File: src/rtl/spim_pkg.sv
package spim_pkg;
  typedef enum logic [2:0] {
    SEL_TX   = 3'd0,
    SEL_RX   = 3'd1,
    SEL_CTRL = 3'd2,
    SEL_STAT = 3'd3,
    SEL_DIV  = 3'd4,
    SEL_CS   = 3'd5
  } spim_sel_e;

  localparam int CTRL_GO_BIT   = 0;
  localparam int CTRL_LEN_LSB  = 8;
  localparam int STAT_DONE_BIT = 0;
  localparam int CS_BIT        = 0;
endpackage

File: src/rtl/spim_regs.sv
module spim_regs
  import spim_pkg::*;
#(
  parameter int ADDR_W = 5,
  parameter int DATA_W = 8,
  parameter int DIV_W  = 16,
  parameter int LEN_W  = 8
) (
  input  logic              clk,
  input  logic              rst,
  input  logic [ADDR_W-1:0] addr,
  input  logic              we,
  input  logic [31:0]       wdata,
  input  logic [DATA_W-1:0] rx_data,
  input  logic              done,
  output logic [31:0]       rdata,
  output logic [DATA_W-1:0] tx_q,
  output logic [DIV_W-1:0]  div_q,
  output logic              cs_q,
  output logic              go,
  output logic [LEN_W-1:0]  go_len
);
  localparam int SEL_W = ADDR_W - 2;

  logic [SEL_W-1:0] sel;
  logic [LEN_W-1:0] len_q;
  logic [31:0]      rd_next;
  logic             unused_bits;

  assign sel         = addr[ADDR_W-1:2];
  assign unused_bits = ^{wdata, addr};

  function automatic logic hit(input logic [SEL_W-1:0] s, input spim_sel_e r);
    return s == SEL_W'(r);
  endfunction

  assign go     = we && hit(sel, SEL_CTRL) && wdata[CTRL_GO_BIT];
  assign go_len = wdata[CTRL_LEN_LSB +: LEN_W];

  always_comb begin
    rd_next = '0;
    if (hit(sel, SEL_TX))   rd_next[DATA_W-1:0] = tx_q;
    if (hit(sel, SEL_RX))   rd_next[DATA_W-1:0] = rx_data;
    if (hit(sel, SEL_CTRL)) rd_next[CTRL_LEN_LSB +: LEN_W] = len_q;
    if (hit(sel, SEL_STAT)) rd_next[STAT_DONE_BIT] = done;
    if (hit(sel, SEL_DIV))  rd_next[DIV_W-1:0] = div_q;
    if (hit(sel, SEL_CS))   rd_next[CS_BIT] = cs_q;
  end

  always_ff @(posedge clk) begin
    if (rst) begin
      tx_q  <= '0;
      div_q <= '0;
      cs_q  <= 1'b0;
      len_q <= '0;
      rdata <= '0;
    end else begin
      if (we) begin
        if (hit(sel, SEL_TX))   tx_q  <= wdata[DATA_W-1:0];
        if (hit(sel, SEL_DIV))  div_q <= wdata[DIV_W-1:0];
        if (hit(sel, SEL_CS))   cs_q  <= wdata[CS_BIT];
        if (hit(sel, SEL_CTRL)) len_q <= go_len;
      end
      rdata <= rd_next;
    end
  end

  AST_CS_FOLLOWS_WRITE: assert property (@(posedge clk) disable iff (rst)
    (we && hit(sel, SEL_CS)) |=> (cs_q == $past(wdata[CS_BIT])));
endmodule

File: src/rtl/spim_halfclk.sv
module spim_halfclk #(
  parameter int DIV_W = 16
) (
  input  logic             clk,
  input  logic             rst,
  input  logic             restart,
  input  logic             run,
  input  logic [DIV_W-1:0] div_in,
  output logic             tick
);
  logic [DIV_W-1:0] cnt;
  logic [DIV_W-1:0] lim;

  assign tick = run && (cnt == lim - 1'b1);

  always_ff @(posedge clk) begin
    if (rst) begin
      cnt <= '0;
      lim <= DIV_W'(1);
    end else if (restart) begin
      cnt <= '0;
      lim <= (div_in == '0) ? DIV_W'(1) : div_in;
    end else if (run) begin
      cnt <= tick ? '0 : cnt + 1'b1;
    end
  end

  AST_PHASE_COUNT_RANGE: assert property (@(posedge clk) disable iff (rst)
    run |-> (cnt < lim));
endmodule

File: src/rtl/spim_engine.sv
module spim_engine #(
  parameter int DATA_W = 8,
  parameter int LEN_W  = 8
) (
  input  logic              clk,
  input  logic              rst,
  input  logic              go,
  input  logic [LEN_W-1:0]  go_len,
  input  logic [DATA_W-1:0] tx_data,
  input  logic              miso,
  input  logic              tick,
  output logic              accept,
  output logic              busy,
  output logic              done,
  output logic              sclk,
  output logic              mosi,
  output logic [DATA_W-1:0] rx_data
);
  logic [DATA_W-1:0] sr;
  logic              capt;
  logic [LEN_W-1:0]  left;

  assign accept = go && !busy && (go_len != '0);
  assign mosi   = sr[DATA_W-1];

  always_ff @(posedge clk) begin
    if (rst) begin
      busy    <= 1'b0;
      done    <= 1'b0;
      sclk    <= 1'b0;
      sr      <= '0;
      capt    <= 1'b0;
      left    <= '0;
      rx_data <= '0;
    end else if (accept) begin
      busy <= 1'b1;
      done <= 1'b0;
      sclk <= 1'b0;
      sr   <= tx_data;
      left <= go_len;
    end else if (busy && tick) begin
      if (!sclk) begin
        sclk <= 1'b1;
        capt <= miso;
      end else begin
        sclk <= 1'b0;
        sr   <= {sr[DATA_W-2:0], capt};
        left <= left - 1'b1;
        if (left == LEN_W'(1)) begin
          busy    <= 1'b0;
          done    <= 1'b1;
          rx_data <= {sr[DATA_W-2:0], capt};
        end
      end
    end
  end

  AST_DONE_CLEARS_ON_START: assert property (@(posedge clk) disable iff (rst)
    accept |=> !done);
  AST_SCLK_LOW_WHEN_IDLE: assert property (@(posedge clk) disable iff (rst)
    !busy |-> !sclk);
  AST_MOSI_STEADY_AT_RISE: assert property (@(posedge clk) disable iff (rst)
    $rose(sclk) |-> $stable(mosi));
  AST_BUSY_START_IGNORED: assert property (@(posedge clk) disable iff (rst)
    (busy && go && !tick) |=> ($stable(left) && $stable(sr)));
  AST_DONE_AFTER_LAST_EDGE: assert property (@(posedge clk) disable iff (rst)
    $rose(done) |-> (!busy && !sclk));
endmodule

File: src/rtl/spi_byte_master.sv
module spi_byte_master #(
  parameter int ADDR_W = 5,
  parameter int DATA_W = 8,
  parameter int DIV_W  = 16,
  parameter int LEN_W  = 8
) (
  input  logic              clk,
  input  logic              rst,
  input  logic [ADDR_W-1:0] bus_addr,
  input  logic              bus_we,
  input  logic [31:0]       bus_wdata,
  output logic [31:0]       bus_rdata,
  output logic              spi_cs_n,
  output logic              spi_sclk,
  output logic              spi_mosi,
  input  logic              spi_miso
);
  logic [DATA_W-1:0] tx_q;
  logic [DATA_W-1:0] rx_q;
  logic [DIV_W-1:0]  div_q;
  logic              cs_q;
  logic              go;
  logic [LEN_W-1:0]  go_len;
  logic              accept;
  logic              busy;
  logic              done;
  logic              tick;

  spim_regs #(.ADDR_W(ADDR_W), .DATA_W(DATA_W), .DIV_W(DIV_W), .LEN_W(LEN_W)) u_regs (
    .clk(clk), .rst(rst), .addr(bus_addr), .we(bus_we), .wdata(bus_wdata),
    .rx_data(rx_q), .done(done), .rdata(bus_rdata), .tx_q(tx_q), .div_q(div_q),
    .cs_q(cs_q), .go(go), .go_len(go_len)
  );

  spim_halfclk #(.DIV_W(DIV_W)) u_halfclk (
    .clk(clk), .rst(rst), .restart(accept), .run(busy), .div_in(div_q), .tick(tick)
  );

  spim_engine #(.DATA_W(DATA_W), .LEN_W(LEN_W)) u_engine (
    .clk(clk), .rst(rst), .go(go), .go_len(go_len), .tx_data(tx_q), .miso(spi_miso),
    .tick(tick), .accept(accept), .busy(busy), .done(done), .sclk(spi_sclk),
    .mosi(spi_mosi), .rx_data(rx_q)
  );

  assign spi_cs_n = ~cs_q;
endmodule

File: config.mk
export PLATFORM = sky130hd
export DESIGN_NAME = spi_byte_master
export DESIGN_NICKNAME = d
export VERILOG_FILES = /design/src/rtl/spim_pkg.sv /design/src/rtl/spim_regs.sv /design/src/rtl/spim_halfclk.sv /design/src/rtl/spim_engine.sv /design/src/rtl/spi_byte_master.sv
export SDC_FILE = /design/constraint.sdc
export NUM_CORES = 1
export LEC_CHECK = 0
export BUFFER_PORTS_ARGS = -buffer_cell sky130_fd_sc_hd__buf_2
export CAP_MARGIN = 10
export CORE_MARGIN = 2
export CORE_UTILIZATION = 40
export CTS_CLUSTER_DIAMETER = 60
export CTS_CLUSTER_SIZE = 24
export DETAILED_ROUTE_END_ITERATION = 10
export GPL_TIMING_DRIVEN = 0
export SLEW_MARGIN = 20
export SYNTH_ARGS = -nofsm -noshare
export SYNTH_HDL_FRONTEND = slang
export SYNTH_SLANG_ARGS = --single-unit
export TNS_END_PERCENT = 100
File: constraint.sdc
create_clock -name clk -period 3.8 [get_ports clk]
set_input_delay 1.14 -clock clk [delete_from_list [all_inputs] [get_ports clk]]
set_output_delay 1.14 -clock clk [all_outputs]
set_load 0.05 [all_outputs]
==> results.md <==
- The die is 116 µm tall.
- The classification of the worst setup path is register to register.
- The number of design-rule violations left by the first detailed-router iteration is 257.
- The biggest fanout along the worst timing path is 7.
- The worst clock skew on the final layout is 0.0110 ns.
- The class of the worst hold path is register to register.
- The number of buffers inserted during clock tree synthesis is 9.
- From left edge to right edge, the die measures 116 µm.
- The first global-routing pass estimated 20500 µm of wire.
- The signed area change from the synthesized netlist to the final layout is 16.2%.
- Counting flops with a built-in enable in the synthesized netlist gives 0.
- The via count of the first global-routing pass is 4089.
- STA classifies the critical path startpoint as a register.
- For this configuration, the core starts out at a cell density of 41.4%.
- The number of buffers added for setup after CTS is 0.
- Counting along the longest clock path gives a buffer depth of 2.
- The most used flip-flop cell after synthesis is dfxtp_1.
- After detailed routing, the number of remaining DRC violations is 0.
- The post-route setup TNS is 0 ns.
- The kind of capture point of the worst setup path is a register.
- Summing the sequential cell areas from Yosys gives 43.4% of the chip area.
- The internal power is 1820 µW.
- The number of buffer cells added on primary ports is 40.
- Yosys attributes the largest share of cell area to dfxtp_1 (43%), nand2_1 (6.1%), nor2_1 (5.1%).
- In the finished design, the share of the clock period the worst path needs comes to 92.8%.
- The share of total power consumed by net switching is 24.7%.
- The max-cap check violation count is 0.
- The post-detailed-route wirelength per cell is 15.1 µm.
- The required time of the critical path is 4.06 ns.
- The sum of net half-perimeters after detailed placement is 9460 µm.
- The post-synthesis register bit count is 109.
- The count of hold-fix buffers inserted at cts is 0.
- The highest clock rate is 0.284 GHz.
- Of the total power, registers draw 48.4%.
- Synthesis produced a netlist whose cell count is 591.
- Counting instances, the worst hold path has a depth of 2.
- The number of different library cells used by synthesis comes to 58.
- The worst slack at placement is 0.281 ns.
- The count of pins on the block boundary is 76.
- In the synthesized netlist the async set-or-reset flop fraction comes to 0%.
- The insertion delay of the later-clocked pin in the worst-skew pair is 0.35 ns.
- The register-to-register path setup slack is 0.28 ns.
- The number of diodes is 0.
- The hold violation count in the final report is 0.
- The number of nets in the layout is 702.
- Setup repair after global routing left no endpoint under its margin.
- The flow ran to the end, and the final reports show no timing, DRC or antenna violations.
- The largest net degree at the start of global routing is 20.
- The average cell area after synthesis is 8.52 µm².
- The CTS H-tree depth is 3.
- The analysis attributes to net switching a power of 596 µW.
- Routability-driven placement finished with a final weighted congestion of 0.860.
- TritonCTS built the clock tree.
- The area share of the largest cell type after synthesis is 43.4%.
- The clock group share of total power is 43.8%.
- The actual transition at the worst max-transition pin is 0.788 ns.
- The via total after detailed routing is 4405.
- During synthesis, Yosys emitted a total of 0 warnings.
- The count of final setup violators is 0.
- Global routing consumed, over all layers together, 19.7% of the routing resources.
- The depth of the worst register-to-register path is 11.
- The arrival time at the worst endpoint is 3.78 ns.
- The worst-case IR drop observed on VDD is 0.293 mV.
- The pre-antenna-repair detailed-routing pass consisted of 5 iterations.
- The shortest clock period the worst path allows after layout is 3.52 ns.
- Cells with a size suffix above 1 make up 13.3% of the layout.
- In this run, post-CTS repair resized a total of 0 instances.
- The worst pin sits at a relative slew slack of 47.1%.
- In this run the power density over the cells is 413 nW/µm².
- Cells fill 48.1% of the core in the end.
- In this run, the combinational gates consume 7.8% of the power.
- The die outline area is 13500 µm².
- The count of final max-slew check failures was 0.
- Clock-pin slew was measured on the worst setup and hold paths at 0.08 ns.
- The worst hold slack after final layout is 0.459 ns.
- The setup slack after layout is 0.275 ns.
- Clock tree synthesis found a total of 109 sinks.
- The number of antenna violations at the first check in global routing was 0.
- In this run the remaining antenna-violating nets after routing total 0.
- The post-detailed-route via-to-cell ratio is 5.31.
- The leakage power summed over all cells is 0.00228 µW.
- The floorplan has 40 rows.
- The combined area of all synthesized cells is 5030 µm².
- The cell type with the highest aggregate area in the netlist is dfxtp_1.
- The total grt overflow is 0.
- The total area inside the core boundary comes to 12200 µm².
- After detailed routing, the total wire length is 12600 µm.
- The tree is rooted in a clkbuf_16.
[flip-flops by register name (all words and copies together), names as in the netlist]
register and cells:
u_engine.capt 1, u_regs.div_q 16, u_engine.sclk 1, u_engine.rx_data 8, u_engine.left 8, u_halfclk.cnt 16, u_regs.tx_q 8, u_engine.busy 1
u_halfclk.lim 16, u_regs.rdata 16, u_regs.len_q 8, u_engine.done 1, u_regs.cs_q 1, u_engine.sr 8
[kinds of logic after synthesis]
family / Yosys count / share of synthesized area (%)
buf+inv: 60 / 5.74
mux: 22 / 4.37
compound gates: 120 / 15.9
fa+ha+maj: 4 / 0.994
other cells: 1 / 0.0745
flops: 109 / 43.4
xor+xnor: 31 / 5.39
simple gates: 244 / 24.2
[path summary, 6_finish.rpt]
check,start,endpoint
worst min-delay path,u_regs.len_q[7],u_regs.len_q[7]
worst max register to register,u_halfclk.lim[0],u_engine.left[4]
worst max-delay path,u_halfclk.lim[0],u_engine.left[4]
worst min register to register,u_regs.len_q[7],u_regs.len_q[7]
[cell usage in the layout (no fill, tap or decap), types with 3 or more instances in the layout]
cell type / instances
dfxtp_1: 109
or4_1: 5
buf_4: 16
o31ai_1: 3
o21bai_1: 4
nand2_1: 82
a22o_1: 11
a21oi_1: 50
inv_1: 10
o21ai_0: 4
nand2b_1: 14
clkbuf_1: 28
mux2i_1: 22
xor2_1: 16
a211oi_1: 11
a31oi_1: 5
o221ai_1: 7
conb_1: 16
clkbuf_16: 9
nand4_1: 9
buf_2: 43
nand3_1: 8
nor4_1: 9
ha_1: 4
or3_1: 4
a311oi_1: 5
nor2_1: 69
nor3_1: 11
xnor2_1: 15
a22oi_1: 8
or2_2: 5
nor2b_1: 3
and3_1: 6
[area by class of cell]
type                    instances  area, µm²
well taps                     168        210
inverters                      10       37.5
clock inverters                 6        104
plain buffers                  50        253
multi-input cells             437       2630
fillers                      1199       6310
repair buffers                 40        200
clock buffers                  10        239
flip-flops and latches        109       2180
[stage by stage]
stage,area (µm²),power [µW],cells
finish,5850,2420,830
global route,5850,2510,830
CTS,5840,2440,830
detailed placement,5500,1380,814
global placement,5500,1380,814
floorplan,5090,1330,606
[per-layer routing]
| layer | routed length [µm] | up-vias | GRT usage, % |
|---|---|---|---|
| met3 | 711 | 19 | 5.55 |
| met5 | 0 | - | 0 |
| met4 | 225 | 0 | 6.11 |
| met1 | 5790 | 2076 | 25.1 |
| li1 | - | 2191 | - |
| met2 | 5820 | 119 | 32.4 |
[synth_stat cells, types with 3 or more instances]
master,instances
and3_1,6
nand2_1,82
nor2b_1,3
clkbuf_1,28
buf_2,3
o221ai_1,7
o31ai_1,3
inv_1,10
or4_1,5
a31oi_1,5
buf_1,3
buf_4,16
nor4_1,9
a22oi_1,8
xor2_1,16
nand2b_1,14
nor2_1,69
o21bai_1,4
a311oi_1,5
xnor2_1,15
or2_2,5
a211oi_1,11
dfxtp_1,109
o21ai_0,4
ha_1,4
nor3_1,11
mux2i_1,22
a22o_1,11
a21oi_1,50
nand3_1,8
or3_1,4
nand4_1,9
[worst max-delay path: stages (launching register included)]
cell,delay (ns)
dfxtp_1,0.35
inv_1,0.09
ha_1,0.27
or4b_1,0.55
nor4_4,0.23
and4b_1,0.23
a211oi_1,0.05
a221o_1,0.41
or3b_1,0.36
buf_2,0.17
or4b_1,0.47
a311oi_1,0.25
[power by group through the flow]
stage	clock network (µW)	registers, µW	logic [µW]
2_1_floorplan	0	1210	121
3_3_place_gp	0	1200	185
3_5_place_dp	0	1200	187
4_1_cts	1080	1170	188
5_1_grt	1130	1170	203
6_report	1060	1170	188
Power figures use the tool's default switching activity.
